[config.mk]
export PLATFORM = sky130hd
export DESIGN_NAME = tmrIrqFlags
export DESIGN_NICKNAME = d
export VERILOG_FILES = /design/src/rtl/tifPkg.sv /design/src/rtl/tifCtrl.sv /design/src/rtl/tifFlags.sv /design/src/rtl/tmrIrqFlags.sv
export SDC_FILE = /design/constraint.sdc
export NUM_CORES = 1
export LEC_CHECK = 0
export CAP_MARGIN = 20
export CORE_ASPECT_RATIO = 0.75
export CORE_UTILIZATION = 44
export CTS_BUF_LIST = sky130_fd_sc_hd__clkbuf_16
export DETAILED_ROUTE_END_ITERATION = 16
export PLACE_DENSITY_LB_ADDON = 0.1
export SETUP_SLACK_MARGIN = 0.02
export SYNTH_ARGS = -nofsm -noshare
export SYNTH_HDL_FRONTEND = slang
export SYNTH_SLANG_ARGS = --single-unit
[constraint.sdc]
create_clock -name clk -period 1.2 [get_ports clk]
set_input_delay 0.12 -clock clk [delete_from_list [all_inputs] [get_ports clk]]
set_output_delay 0.12 -clock clk [all_outputs]
set_load 0.01 [all_outputs]
[src/rtl/tifPkg.sv]
package tifPkg;
  localparam int CH_N  = 4;
  localparam int PA_N  = 2;
  localparam int AUX_N = 3;

  localparam int A_CHFLG  = 0;
  localparam int A_CHEN   = 1;
  localparam int A_PAFLG  = 2;
  localparam int A_CNTFLG = 3;
  localparam int A_AUXEN  = 4;
  localparam int A_CTRL   = 5;
  localparam int A_CHDAT  = 8;
  localparam int A_PACHI  = 12;
  localparam int A_PACLO  = 13;

  typedef struct packed {
    logic [CH_N-1:0] chClr;
    logic [PA_N-1:0] paClr;
    logic            cntClr;
  } clrStrobe_t;
endpackage

[src/rtl/tifCtrl.sv]
module tifCtrl
  import tifPkg::*;
#(
  parameter int ADDR_W = 4,
  parameter int DATA_W = 8
) (
  input  logic              clk,
  input  logic              rstN,
  input  logic [ADDR_W-1:0] busAddr,
  input  logic              busWr,
  input  logic              busRd,
  input  logic [DATA_W-1:0] busWdata,
  input  logic [CH_N-1:0]   chFlag,
  input  logic [PA_N-1:0]   paFlag,
  input  logic              cntFlag,
  output logic [CH_N-1:0]   chEn,
  output logic [AUX_N-1:0]  auxEn,
  output clrStrobe_t        clr,
  output logic [DATA_W-1:0] busRdata
);
  logic              fastQ;
  logic              busAcc;
  logic              paCntHit;
  logic [CH_N-1:0]   chDatHit;
  logic              unusedWdata;

  assign busAcc      = busWr | busRd;
  assign paCntHit    = (busAddr == ADDR_W'(A_PACHI)) || (busAddr == ADDR_W'(A_PACLO));
  assign unusedWdata = ^busWdata[DATA_W-1:CH_N];

  for (genvar n = 0; n < CH_N; n++) begin : g_hit
    assign chDatHit[n] = (busAddr == ADDR_W'(A_CHDAT + n));
  end

  always_ff @(posedge clk) begin
    if (!rstN) begin
      chEn  <= '0;
      auxEn <= '0;
      fastQ <= 1'b0;
    end else if (busWr) begin
      if (busAddr == ADDR_W'(A_CHEN))  chEn  <= busWdata[CH_N-1:0];
      if (busAddr == ADDR_W'(A_AUXEN)) auxEn <= busWdata[AUX_N-1:0];
      if (busAddr == ADDR_W'(A_CTRL))  fastQ <= busWdata[0];
    end
  end

  always_comb begin
    clr = '0;
    if (busWr && busAddr == ADDR_W'(A_CHFLG))  clr.chClr  = busWdata[CH_N-1:0];
    if (busWr && busAddr == ADDR_W'(A_PAFLG))  clr.paClr  = busWdata[PA_N-1:0];
    if (busWr && busAddr == ADDR_W'(A_CNTFLG)) clr.cntClr = busWdata[0];
    if (fastQ && busAcc) begin
      clr.chClr = clr.chClr | chDatHit;
      if (paCntHit) clr.paClr = '1;
    end
  end

  always_comb begin
    busRdata = '0;
    case (busAddr)
      ADDR_W'(A_CHFLG):  busRdata[CH_N-1:0]  = chFlag;
      ADDR_W'(A_CHEN):   busRdata[CH_N-1:0]  = chEn;
      ADDR_W'(A_PAFLG):  busRdata[PA_N-1:0]  = paFlag;
      ADDR_W'(A_CNTFLG): busRdata[0]         = cntFlag;
      ADDR_W'(A_AUXEN):  busRdata[AUX_N-1:0] = auxEn;
      ADDR_W'(A_CTRL):   busRdata[0]         = fastQ;
      default: ;
    endcase
  end

  // with fast-clear off, nothing but a write may raise a clear strobe
  p_quiet_r3: assert property (@(posedge clk) disable iff (!rstN)
    (!fastQ && !busWr) |-> (clr == '0));
  // fast-clear off, an accumulator slot access clears no accumulator flag
  p_pa_keep_r5: assert property (@(posedge clk) disable iff (!rstN)
    (!fastQ && paCntHit) |-> (clr.paClr == '0));
endmodule

[src/rtl/tifFlags.sv]
module tifFlags
  import tifPkg::*;
(
  input  logic             clk,
  input  logic             rstN,
  input  logic [CH_N-1:0]  chEvt,
  input  logic             paOvfEvt,
  input  logic             paEdgeEvt,
  input  logic             cntOvfEvt,
  input  clrStrobe_t       clr,
  input  logic [CH_N-1:0]  chEn,
  input  logic [AUX_N-1:0] auxEn,
  output logic [CH_N-1:0]  chFlag,
  output logic [PA_N-1:0]  paFlag,
  output logic             cntFlag,
  output logic [CH_N-1:0]  chIrq,
  output logic [AUX_N-1:0] auxIrq
);
  logic [PA_N-1:0] paSet;
  assign paSet = {paEdgeEvt, paOvfEvt};

  for (genvar n = 0; n < CH_N; n++) begin : g_ch
    always_ff @(posedge clk) begin
      if (!rstN) chFlag[n] <= 1'b0;
      else       chFlag[n] <= chEvt[n] | (chFlag[n] & ~clr.chClr[n]);
    end

    // an event always leaves the flag set
    p_set_r1: assert property (@(posedge clk) disable iff (!rstN)
      chEvt[n] |=> chFlag[n]);
    // event beats a clear in the same cycle
    p_setwins_r9: assert property (@(posedge clk) disable iff (!rstN)
      (chEvt[n] && clr.chClr[n]) |=> chFlag[n]);
    // a clear with no event drops the flag
    p_clr_r2: assert property (@(posedge clk) disable iff (!rstN)
      (clr.chClr[n] && !chEvt[n]) |=> !chFlag[n]);
    // request follows flag and enable one cycle later
    p_irq_on_r8: assert property (@(posedge clk) disable iff (!rstN)
      (chFlag[n] && chEn[n]) |=> chIrq[n]);
    p_irq_off_r8: assert property (@(posedge clk) disable iff (!rstN)
      !chFlag[n] |=> !chIrq[n]);
  end

  always_ff @(posedge clk) begin
    if (!rstN) begin
      paFlag  <= '0;
      cntFlag <= 1'b0;
      chIrq   <= '0;
      auxIrq  <= '0;
    end else begin
      paFlag  <= paSet | (paFlag & ~clr.paClr);
      cntFlag <= cntOvfEvt | (cntFlag & ~clr.cntClr);
      chIrq   <= chFlag & chEn;
      auxIrq  <= {cntFlag, paFlag} & auxEn;
    end
  end

  // accumulator overflow flag clear with no new wrap
  p_pa_clr_r4: assert property (@(posedge clk) disable iff (!rstN)
    (clr.paClr[0] && !paOvfEvt) |=> !paFlag[0]);
  // counter flag holds when neither set nor cleared
  p_cnt_hold_r6: assert property (@(posedge clk) disable iff (!rstN)
    (!cntOvfEvt && !clr.cntClr) |=> $stable(cntFlag));
endmodule

[src/rtl/tmrIrqFlags.sv]
module tmrIrqFlags
  import tifPkg::*;
#(
  parameter int ADDR_W = 4,
  parameter int DATA_W = 8
) (
  input  logic              clk,
  input  logic              rstN,
  input  logic [ADDR_W-1:0] busAddr,
  input  logic              busWr,
  input  logic              busRd,
  input  logic [DATA_W-1:0] busWdata,
  output logic [DATA_W-1:0] busRdata,
  input  logic [CH_N-1:0]   chEvt,
  input  logic              paOvfEvt,
  input  logic              paEdgeEvt,
  input  logic              cntOvfEvt,
  output logic [CH_N-1:0]   chIrq,
  output logic              paOvfIrq,
  output logic              paEdgeIrq,
  output logic              cntOvfIrq
);
  clrStrobe_t       clr;
  logic [CH_N-1:0]  chFlag;
  logic [PA_N-1:0]  paFlag;
  logic             cntFlag;
  logic [CH_N-1:0]  chEn;
  logic [AUX_N-1:0] auxEn;
  logic [AUX_N-1:0] auxIrq;

  tifCtrl #(.ADDR_W(ADDR_W), .DATA_W(DATA_W)) u_ctrl (
    .clk(clk), .rstN(rstN), .busAddr(busAddr), .busWr(busWr), .busRd(busRd),
    .busWdata(busWdata), .chFlag(chFlag), .paFlag(paFlag), .cntFlag(cntFlag),
    .chEn(chEn), .auxEn(auxEn), .clr(clr), .busRdata(busRdata)
  );

  tifFlags u_flags (
    .clk(clk), .rstN(rstN), .chEvt(chEvt), .paOvfEvt(paOvfEvt),
    .paEdgeEvt(paEdgeEvt), .cntOvfEvt(cntOvfEvt), .clr(clr), .chEn(chEn),
    .auxEn(auxEn), .chFlag(chFlag), .paFlag(paFlag), .cntFlag(cntFlag),
    .chIrq(chIrq), .auxIrq(auxIrq)
  );

  assign paOvfIrq  = auxIrq[0];
  assign paEdgeIrq = auxIrq[1];
  assign cntOvfIrq = auxIrq[2];
endmodule

### Yosys cells after proc, flatten, opt, wreduce, memory -nomap -nowiden

Index checks and enable logic that the tools add are counted.

| word-level totals | value |
|---|---|
| register bits | 22 |
| output and inout bits | 15 |
| logic and storage cells | 62 |
| input port bits | 23 |

| operators by class | value |
|---|---|
| eq/ne operators | 11 |
| bitwise operators | 22 |
| reduce and logical (&&, ||, !) cells | 9 |
| multiplexer cells | 9 |

Operator list:

| kind | number |
|---|---|
| $eq A4 B4 Y1 const B | 6 |
| $eq A4 B2 Y1 const B | 2 |
| $eq A4 B3 Y1 const B | 2 |
| $mux W6 | 1 |
| $or A1 B1 Y1 | 6 |
| $pmux W1 S6 | 1 |
| $reduce_and A2 Y1 | 3 |
| $and A1 B1 Y1 | 5 |
| $not A1 Y1 | 5 |
| $and A4 B4 Y4 | 1 |
| $eq A4 B1 Y1 const B | 1 |
| $logic_and A1 B1 Y1 | 4 |
| $logic_not A4 Y1 | 1 |
| $mux W2 | 2 |
| $mux W4 | 1 |
| $or A4 B4 Y4 | 1 |
| $pmux W1 S4 | 1 |
| $and A3 B3 Y3 | 1 |
| $pmux W1 S3 | 1 |
| $and A2 B2 Y2 | 1 |
| $not A2 Y2 | 1 |
| $or A2 B2 Y2 | 1 |
| $pmux W1 S2 | 1 |
| $logic_or A1 B1 Y1 | 1 |
| $mux W1 | 1 |

### Depth between registers and ports, before layout

Gate-level depths: netlist (run 1).

| depth | value |
|---|---|
| depth after elaboration | 8 |
| mapped depth | 4 |
| gate-level depth less buffers | 3 |

### By module

Synthesis (run 1) repeated with hierarchy kept, for this count alone.

| unflattened totals | value |
|---|---|
| cells, all modules | 126 |
| area total of the unflattened synthesis | 1163.6 sq um |

By module, submodules not included:

| module | times used | sequential area each (sq um) | cells each | area each (sq um) |
|---|---|---|---|---|
| tifCtrl | 1 | 160.2 | 90 | 726.9 |
| tifFlags | 1 | 280.3 | 36 | 436.7 |

### Least setup slack after synthesis (run 1)

No wires, ideal clock.

| path | value |
|---|---|
| path type | register to register |
| from | register u_ctrl.fastQ |
| to | register u_flags.paFlag[0] |
| period minus slack after synthesis | 1039 ps |
| stages on the path, launching flop included | 4 |
| buffers on the path | 0 |
| setup slack | 161 ps |
| required time | 1083 ps |
| library setup time | 117 ps |
| arrival time | 921 ps |
| path through | dfxtp_1 o211ai_2 o31a_1 a32o_1 |

| on the way | value |
|---|---|
| word-level cells in the longest chain between the ends | 5 |

Ends and longest elaborated chain:

| element | line | RTL |
|---|---|---|
| start: declaration | tifCtrl.sv:21 | `logic fastQ;` |
| start signal: assignment | tifCtrl.sv:43 | `if (busAddr == ADDR_W'(A_CTRL)) fastQ <= busWdata[0];` |
| $logic_and A1 B1 Y1 | tifCtrl.sv:52 | `if (fastQ && busAcc) begin` |
| $mux W6 | tifCtrl.sv:52 |  |
| $not A2 Y2 | tifFlags.sv:51 | `paFlag <= paSet \| (paFlag & ~clr.paClr);` |
| $and A2 B2 Y2 | tifFlags.sv:51 |  |
| $or A2 B2 Y2 | tifFlags.sv:51 |  |
| end signal: assignment | tifFlags.sv:51 |  |
| end: declaration | tifFlags.sv:14 | `output logic [PA_N-1:0] paFlag,` |

Every way passes these cells.
A chain may end at the register's enable or synchronous reset.

### Final worst setup path (run 1)

| path | value |
|---|---|
| from | register u_ctrl.chEn[0] |
| to | output port busRdata[0] |

| on the way | value |
|---|---|
| word-level cells in the longest chain between the ends | 1 |

Ends and longest elaborated chain:

| element | line | RTL |
|---|---|---|
| start: declaration | tifCtrl.sv:16 | `output logic [CH_N-1:0] chEn,` |
| start signal: assignment | tifCtrl.sv:41 | `if (busAddr == ADDR_W'(A_CHEN)) chEn <= busWdata[CH_N-1:0];` |
| $pmux W1 S6 | tifCtrl.sv:60 | `case (busAddr)` |
| end: declaration | tmrIrqFlags.sv:13 | `output logic [DATA_W-1:0] busRdata,` |

Every way passes these cells.

==> flow_metrics.py, run 1 <==
metrics = {
    "logic_synthesis": {
        "yosys_warnings": 0,
        "synth_edf_count": 0,
        "ys_types": 34,
        "synth.avg_cell_area_um2": 9.02,
        "synth_top_area_frac": 0.410,
        "synthXorXnorAreaFrac": 0,
        "synth_compound_area_frac": 0.237,
        "synth_common_cells": "dfxtp_1 (22), a21oi_1 (15), nand3_1 (10), buf_4 (8)",
        "synthMuxAreaShare": 0.0618,
        "synth.most_common_cell": "dfxtp_1",
        "ys_ff_latch": 22,
        "synth_top_family_by_area": "compound AO/OA/AOI/OAI gates",
        "ys_seq_area_frac": 0.410,
        "synth_area_leaders": "dfxtp_1 (41%), a21oi_1 (7.0%), buf_4 (5.6%)",
        "synthSimpleGateAreaFrac": 0.197,
        "synthFlopType": "dfxtp_1",
        "synthAdderAreaFrac": 0,
        "synthArstFlopShare": 0,
        "yosysTopAreaCell": "dfxtp_1",
        "syn_area_um2": 1070,
        "synthCells": 119,
    },
    "sta": {
        "setup_viol": 5,
        "fin_worst_skew_ps": 1.38,
        "finalWorstSetupSlack_ps": -212,
        "clock.fmax_mhz": 708,
        "setup_tns_ps": -485,
        "rsz0062_at_grt": "yes",
        "finalCriticalPeriod_ps": 1410,
        "timing.hold.ws_ps": 404,
        "period_share": 1.18,
        "finalMaxSlewViolations": 0,
        "hold_violations": 0,
    },
    "setup_path": {
        "required_ps": 1080,
        "critPathSlowestCell": "mux4_2",
        "crit_chain": "mux4_2 > nand2_1 > a21oi_1 > buf_2",
        "reg2regPathDepth": 4,
        "end_kind": "primary output",
        "rrSetupSlack_ps": -70,
        "critPathMaxFanout": 3,
        "slowest_delay_ps": 450,
        "critical_path_class": "register to primary output",
        "r2r-start": "u_ctrl.fastQ",
        "r2r_end": "u_flags.paFlag[0]",
        "start_kind": "register",
        "critPathTopFamily": "multiplexers",
        "cp.arrival_ps": 1290,
        "path_buf_inv": 1,
    },
    "clock_tree": {
        "root_buffer": "clkbuf_16",
        "cts_buffers": 3,
        "cts_hold_buffers": 0,
        "clk_latency_ps": 250,
        "clockBufferDepth": 2,
        "clk_pin_slew_worst_paths_ps": 60,
        "cts_max_level": 1,
        "cts_tree": "done",
        "cts.sinks": 22,
    },
    "route": {
        "viasPerCell": 5.50,
        "wirelength_um": 3200,
        "avgRoutedWirePerCell_um": 15.1,
        "drtIter0Drc": 49,
        "drc": 0,
        "first_pass_iters": 4,
        "antenna_left": 0,
        "via_count": 1161,
    },
    "power_and_ir_drop": {
        "leakage_nw": 0.781,
        "ir_worst_vdd_mv": 0.985,
        "pwr_density_cell_nw_per_um2": 1060,
    },
    "status": {
        "violations": "setup timing",
        "status": "finished with violations",
    },
    "placed_design": {
        "hpwl_um": 2390,
        "port_buffers": 29,
        "gp_congestion": 0.846,
    },
    "flow_run": {
        "cap_violations": 0,
    },
    "global_route": {
        "met2_usage": 0.432,
        "antenna_found_initial": 0,
        "grt_pass1_vias": 1049,
        "grt_overflow": 0,
        "grt_util_met3": 0.0602,
        "grt_pass1_wl_um": 4960,
        "gr-usage-met1": 0.354,
        "globalRoute.busiestLayer": "met2",
        "grt_use_total": 0.262,
        "grt_max_degree": 13,
    },
    "layout": {
        "fillCellCount": 199,
        "drive_above_1_share": 0.350,
        "nNetsFinal": 201,
        "fin_util": 0.727,
        "antenna_cells": 0,
        "syn2layout_area_growth_pct": 56.4,
    },
    "floorplan": {
        "die_x_um": 59.0,
        "start_util": 0.465,
        "core_um2": 2310,
        "die_area_um2": 2640,
        "rows": 15,
        "die_h_um": 44.8,
        "io_pins": 38,
    },
    "worst_hold_path": {
        "holdPathEnd": "u_flags.cntFlag",
        "hp-class": "primary input to register",
        "worstHoldPathCells": 3,
        "hold_start": "cntOvfEvt",
    },
}
area by class of cell:
class / instances / area, µm² / share of cell area
multi-input combinational: 82 / 587 / 0.349
timing repair buffer: 61 / 494 / 0.294
sequential: 22 / 447 / 0.266
clock buffer: 3 / 75.1 / 0.0447
tap: 34 / 42.5 / 0.0253
inverter: 8 / 30.0 / 0.0179
clock inverter: 1 / 3.75 / 0.00224
sequential cells by signal, summed over array words and instances, names as in the netlist:
name,count
u_ctrl.fastQ,1
u_ctrl.auxEn,3
u_flags.auxIrq,3
u_ctrl.chEn,4
u_flags.chFlag,4
u_flags.cntFlag,1
u_flags.paFlag,2
u_flags.chIrq,4
cells by family (layout without fill, tap and decap cells):
logic type             after synthesis  after routing
AO/OA/AOI/OAI                       38             38
other                                1              4
flip-flops                          22             22
AND/OR/NAND/NOR                     35             35
buffers and inverters               18             73
multiplexers                         5              5
layer usage:
layer | share of wire | wire length [µm]
met4 | 0.0063 | 20
met5 | 0 | 0
met1 | 0.46 | 1480
met2 | 0.46 | 1470
met3 | 0.070 | 224
worst max-delay path by stage:
stage	start	endpoint	slack [ps]	cells past startpoint
3_3_place_gp	busAddr[2]	busRdata[0]	-810	5
2_1_floorplan	u_ctrl.fastQ	u_flags.paFlag[0]	160	3
4_1_cts	u_ctrl.chEn[0]	busRdata[0]	-220	4
6_report	u_ctrl.chEn[0]	busRdata[0]	-210	4
3_5_place_dp	busAddr[2]	busRdata[0]	-830	5
5_1_grt	u_ctrl.chEn[0]	busRdata[0]	-250	4
power by group:
group	internal (mW)	switching [mW]
Combinational	0.166	0.145
Sequential	0.755	0.0140
Clock	0.445	0.259
worst min-delay path: cells and delay by family:
kind	cells	cell delay (ps)
buffers and inverters	2	450
AO/OA/AOI/OAI	1	50
layout by cell type, fill, tap and decap left out, types with 3 or more instances in the layout:
cell,Yosys,final
nand3_1,10,10
o21ai_1,3,3
dfxtp_1,22,17
clkdlybuf4s50_1,0,13
dlygate4sd2_1,0,10
inv_1,6,6
buf_2,0,5
buf_4,8,32
a41o_1,3,3
dfxtp_2,0,5
clkbuf_16,0,3
o41ai_2,1,3
a21oi_1,15,14
and3_1,7,7
conb_1,1,4
o21ai_0,7,7
stage by stage:
stage | area, µm² | setup slack, ps | total power, mW | cells
finish | 1680 | -212 | 1.78 | 211
global route | 1680 | -253 | 1.85 | 211
CTS | 1640 | -218 | 1.78 | 211
detailed placement | 1580 | -831 | 1.08 | 206
global placement | 1580 | -811 | 1.08 | 206
floorplan | 1080 | 161 | 0.913 | 122
repair_timing:
action / in CTS / in global routing
setup buffers: 1 / 0
gates resized for setup: 38 / 9
pin swaps: 2 / 4
gates cloned: 0 / 0
endpoints found under the setup margin: 26 / 12
(Power assumes the default switching activity.)
==> run 2: changes to the inputs <==
Settings changed: CORE_UTILIZATION 44 to 45, SYNTH_HIERARCHICAL set to 1.
==> run 2 against run 1 <==
  * The run still ends with setup timing left
  * Sequential power hardly changed
  * Final area is 8.0% higher
  * Clock power is 2% lower
  * Sequential share of layout area is 1.6 points lower
  * Utilization is 4.0 points higher
  * Worst setup slack worse by 6.6 ps
  * Fmax is 0.47% lower
  * Sequential cell count stayed put
  * Highest routed layer unchanged
==> flow_metrics.py, run 2 <==
metrics = {
    "status": {
        "status": "finished with violations",
        "violations": "setup timing",
    },
    "setup_path": {
        "start_kind": "register",
        "cp.arrival_ps": 1300,
        "rrSetupSlack_ps": -30,
        "path_buf_inv": 1,
        "reg2regPathDepth": 5,
        "r2r-start": "u_ctrl/fastQ",
        "end_kind": "primary output",
        "critPathTopFamily": "simple AND/OR/NAND/NOR gates",
        "critical_path_class": "register to primary output",
        "slowest_delay_ps": 400,
        "critPathSlowestCell": "or4_1",
        "critPathMaxFanout": 2,
        "required_ps": 1080,
        "crit_chain": "mux2i_1 > or4_1 > o211ai_1 > buf_2",
        "r2r_end": "u_flags/paFlag[0]",
    },
    "clock_tree": {
        "clk_latency_ps": 250,
        "clk_pin_slew_worst_paths_ps": 60,
        "cts.sinks": 22,
        "cts_buffers": 3,
        "clockBufferDepth": 2,
        "cts_tree": "done",
        "root_buffer": "clkbuf_16",
        "cts_max_level": 1,
    },
    "sta": {
        "fin_worst_skew_ps": 2.49,
        "finalMaxSlewViolations": 0,
        "clock.fmax_mhz": 705,
        "finalCriticalPeriod_ps": 1420,
        "setup_viol": 4,
        "finalWorstSetupSlack_ps": -218,
        "rsz0062_at_grt": "yes",
        "hold_violations": 0,
        "period_share": 1.18,
    },
    "floorplan": {
        "die_x_um": 60.7,
        "die_area_um2": 2800,
        "start_util": 0.492,
        "die_h_um": 46.0,
        "io_pins": 38,
        "rows": 15,
        "core_um2": 2360,
    },
    "power_and_ir_drop": {
        "p_sw_mw": 0.394,
        "leakage_nw": 0.818,
        "pwr_density_cell_nw_per_um2": 973,
        "pwr-share-comb": 0.178,
        "clkPwrFrac": 0.388,
        "power.total_mw": 1.77,
        "p_int_mw": 1.37,
        "ir_worst_vdd_mv": 0.910,
        "power_frac_seq": 0.434,
        "switching_share": 0.223,
    },
    "worst_hold_path": {
        "holdPathEnd": "u_flags/cntFlag",
        "worstHoldPathCells": 2,
        "hold_start": "cntOvfEvt",
        "hp-class": "primary input to register",
    },
    "route": {
        "via_count": 1182,
        "drc": 0,
        "avgRoutedWirePerCell_um": 15.6,
        "viasPerCell": 5.28,
        "wirelength_um": 3490,
        "first_pass_iters": 4,
        "drtIter0Drc": 74,
        "antenna_left": 0,
    },
    "logic_synthesis": {
        "synthSimpleGateAreaFrac": 0.299,
        "synthFlopType": "dfxtp_1",
        "synthCells": 126,
        "synthMuxAreaShare": 0.0441,
        "syn_area_um2": 1160,
        "ys_seq_area_frac": 0.378,
        "synth_common_cells": "dfxtp_1 (22), nand3_1 (12), a21boi_1 (8), nor2b_1 (8), o21a_1 (8)",
        "synthXorXnorAreaFrac": 0,
        "synthAdderAreaFrac": 0,
        "synth.most_common_cell": "dfxtp_1",
        "yosysTopAreaCell": "dfxtp_1",
        "synth_top_area_frac": 0.378,
        "synth.avg_cell_area_um2": 9.24,
        "synth_area_leaders": "dfxtp_1 (38%), nand3_1 (5.2%), a21boi_1 (5.2%)",
        "ys_types": 36,
        "synth_edf_count": 0,
        "yosys_warnings": 6,
        "synthArstFlopShare": 0,
        "synth_compound_area_frac": 0.196,
        "ys_ff_latch": 22,
        "synth_top_family_by_area": "simple AND/OR/NAND/NOR gates",
    },
    "layout": {
        "reg_top3": "u_ctrl/chEn: 4 flops, u_flags/chFlag: 4 flops, u_flags/chIrq: 4 flops",
        "final_common_cell": "buf_4",
        "nNetsFinal": 215,
        "fillCellCount": 192,
        "antenna_cells": 0,
        "final_cell_mix": "buf_4 (34), dfxtp_1 (13), clkdlybuf4s50_1 (12), nand3_1 (12), dlygate4sd2_1 (10)",
        "syn2layout_area_growth_pct": 55.9,
        "drive_above_1_share": 0.374,
    },
    "global_route": {
        "grt_overflow": 0,
        "grt_pass1_wl_um": 5310,
        "grt_pass1_vias": 1115,
        "antenna_found_initial": 0,
        "grt_max_degree": 23,
        "grt_use_total": 0.273,
    },
    "flow_run": {
        "cap_violations": 0,
    },
    "placed_design": {
        "dpl_worst_slack_ps": -813,
        "port_buffers": 29,
        "gp_congestion": 0.899,
        "hpwl_um": 2300,
    },
}
run 2: cell count changes in the layout (fill, tap and decap cells not counted), moves of 5 or more:
cell / before / now
nor2b_1: 0 / 8
a21oi_1: 14 / 1
buf_6: 0 / 5
o21a_1: 0 / 8
a21boi_1: 0 / 8
inv_1: 6 / 0
nand3b_1: 1 / 6
run 2: power by group through the flow:
stage	Clock, mW	Sequential (mW)	Combinational [mW]
after floorplan	0	0.776	0.139
after global placement	0	0.780	0.282
after detailed placement	0	0.781	0.286
after CTS	0.712	0.767	0.297
after global routing	0.735	0.769	0.335
final	0.686	0.767	0.314
run 2: logic make-up (layout without fill, tap and decap cells):
| kind of cell | count (synthesis) | after routing |
|---|---|---|
| and+or+nand+nor | 53 | 53 |
| AOI/OAI and AO/OA | 34 | 34 |
| DFF | 22 | 22 |
| buffers and inverters | 11 | 72 |
| muxes | 5 | 5 |
| other | 1 | 4 |
run 2: worst max path at each step:
stage,start,to,slack (ps),depth (start not counted)
6_report,u_ctrl/auxEn[0],busRdata[0],-220,4
5_1_grt,u_flags/chFlag[0],busRdata[0],-300,4
4_1_cts,u_ctrl/auxEn[0],busRdata[0],-220,4
3_5_place_dp,busAddr[2],busRdata[2],-810,6
3_3_place_gp,busAddr[2],busRdata[0],-780,5
2_1_floorplan,busAddr[2],u_flags/chFlag[0],70,6
run 2: layout make-up:
type / instances / area [µm²] / share of cell area
Clock buffer: 3 / 75.1 / 0.0414
Multi-Input combinational cell: 96 / 663 / 0.366
Sequential cell: 22 / 454 / 0.250
Tap cell: 34 / 42.5 / 0.0234
Timing Repair Buffer: 69 / 579 / 0.319
run 2: per-stage QoR:
| stage | setup TNS [ps] | util | hold slack, ps | area, µm² | std cells |
|---|---|---|---|---|---|
| after floorplan | 0 | - | 244 | 1170 | 129 |
| after global placement | -10700 | 0.696 | 489 | 1650 | 210 |
| after detailed placement | -10840 | 0.696 | 484 | 1650 | 210 |
| after CTS | -448 | 0.752 | 337 | 1780 | 221 |
| after global routing | -804 | 0.767 | 469 | 1810 | 224 |
| final | -404 | 0.767 | 459 | 1810 | 224 |
run 2: worst reg2reg max path: cells and delay by family (launching register included):
kind	cells	cell delay, ps
compound gates	3	490
flops	1	370
simple gates	2	260
run 2: timing repair:
action                                  CTS  global route
hold buffers                              0             0
buffers inserted                          8             3
endpoints found under the setup margin   26            10
pin swaps                                 7             3
resized for setup                        52             5
run 2: routing by layer:
layer  up-vias  track usage  part of all wire
li1        578            -                 -
met1       558        0.368              0.46
met2        41        0.448              0.46
met3         5       0.0597             0.074
met4         0       0.0591            0.0089
met5         -            0                 0
==> run 3: changes to the inputs <==
Settings changed: GPL_ROUTABILITY_DRIVEN set to 0, SLEW_MARGIN set to 20.
==> run 3 against run 2 <==
  * The flow still finishes with violations (setup timing)
  * Critical endpoint unchanged
  * Worst setup slack lost 32 ps
  * Count of clock-buffer cells in the layout is the same
  * Clock skew fell by 1.7 ps
  * Global-route usage down 1.2 points
  * Non-clock buffer count shrank 12
==> flow_metrics.py, run 3 (synthesized netlist as in run 2, its figures left out) <==
metrics = {
    "sta": {
        "period_share": 1.21,
        "hold_violations": 0,
        "fin_worst_skew_ps": 0.741,
        "rsz0062_at_grt": "yes",
        "clock.fmax_mhz": 689,
        "setup_tns_ps": -424,
        "setup_viol": 4,
        "finalMaxSlewViolations": 0,
        "finalCriticalPeriod_ps": 1450,
        "finalWorstSetupSlack_ps": -251,
    },
    "global_route": {
        "antenna_found_initial": 0,
        "grt_use_total": 0.261,
        "grt_overflow": 0,
        "grt_max_degree": 23,
        "grt_pass1_wl_um": 5000,
        "grt_pass1_vias": 1049,
    },
    "setup_path": {
        "cp.arrival_ps": 1330,
        "start_kind": "register",
        "end_kind": "primary output",
        "required_ps": 1080,
        "rrSetupSlack_ps": -10,
        "critPathMaxFanout": 2,
        "reg2regPathDepth": 5,
        "critical_path_class": "register to primary output",
    },
    "flow_run": {
        "cap_violations": 0,
    },
    "layout": {
        "syn2layout_area_growth_pct": 48.5,
        "fin_util": 0.731,
        "antenna_cells": 0,
        "reg_top3": "u_ctrl/chEn: 4 flops, u_flags/chFlag: 4 flops, u_flags/chIrq: 4 flops",
        "drive_above_1_share": 0.324,
        "nNetsFinal": 203,
        "post-route-cell-area_um2": 1730,
        "final_common_cell": "buf_4",
        "fillCellCount": 188,
        "final_cell_mix": "buf_4 (22), dfxtp_1 (14), clkdlybuf4s50_1 (12), nand3_1 (12)",
    },
    "clock_tree": {
        "clk_pin_slew_worst_paths_ps": 60,
        "clockBufferDepth": 2,
        "cts_max_level": 1,
        "cts_tree": "done",
        "cts.sinks": 22,
        "cts_buffers": 3,
        "root_buffer": "clkbuf_16",
        "clk_latency_ps": 250,
    },
    "route": {
        "wirelength_um": 3250,
        "antenna_left": 0,
        "viasPerCell": 5.37,
        "met3_length_um": 282,
        "wl_met1_um": 1400,
        "drtIter0Drc": 68,
        "via_count": 1143,
        "first_pass_iters": 5,
        "drc": 0,
        "avgRoutedWirePerCell_um": 15.3,
        "top_layer": "met4",
        "wl_met2_um": 1540,
    },
    "power_and_ir_drop": {
        "leakage_nw": 0.792,
        "pwr_density_cell_nw_per_um2": 1020,
        "ir_worst_vdd_mv": 0.819,
    },
    "floorplan": {
        "rows": 15,
        "start_util": 0.492,
        "die_h_um": 46.0,
        "core_um2": 2360,
        "die_area_um2": 2800,
        "die_x_um": 60.7,
        "io_pins": 38,
    },
    "status": {
        "status": "finished with violations",
        "violations": "setup timing",
    },
    "placed_design": {
        "hpwl_um": 2290,
        "dpl_worst_slack_ps": -862,
        "placed_cell_area_um2": 1630,
        "port_buffers": 29,
    },
    "worst_hold_path": {
        "worstHoldPathCells": 2,
        "hp-class": "primary input to register",
    },
}
run 3: worst paths after layout:
| check | from | end |
|---|---|---|
| max | u_ctrl/auxEn[0] | busRdata[0] |
| min | paOvfEvt | u_flags/paFlag[0] |
| max reg2reg | u_ctrl/fastQ | u_flags/paFlag[0] |
| min reg2reg | u_flags/chFlag[0] | u_flags/chIrq[0] |
run 3: where the power goes:
part / leakage [nW] / internal (mW) / switching (mW)
clock: 0.0385 / 0.444 / 0.261
combinational: 0.570 / 0.163 / 0.128
sequential: 0.183 / 0.753 / 0.0124
total: 0.792 / 1.36 / 0.401
run 3: worst max-delay path, cell delays in order (launching register included):
cell and delay (ps):
dfxtp_2 330, mux2i_1 60, or4_1 400, o211ai_1 110, buf_2 170
run 3: metal layers:
| metal | GRT usage | up-vias |
|---|---|---|
| li1 | - | 551 |
| met1 | 0.320 | 533 |
| met2 | 0.448 | 53 |
| met3 | 0.0710 | 6 |
| met4 | 0.0773 | 0 |
| met5 | 0 | - |
run 3: repair_timing:
item,in CTS,in global routing
hold buffers,0,0
gates cloned,0,0
hold endpoints to repair,0,0
resized for setup,45,8
buffers inserted,1,0
setup endpoints to repair,26,19
pin swaps,2,1
run 3: cell type report:
cell class	instances	area, µm²	area share
sequential	22	450	0.261
timing repair buffer	57	499	0.289
multi-input combinational	96	657	0.380
clock buffer	3	75.1	0.0434
clock inverter	1	3.75	0.00217
tap	34	42.5	0.0246
run 3: through the flow:
step	power, mW	cells	hold WS, ps
global route	1.83	213	474
floorplan	0.916	129	244
finish	1.76	213	454
detailed placement	1.06	208	493
CTS	1.77	213	452
global placement	1.05	208	490
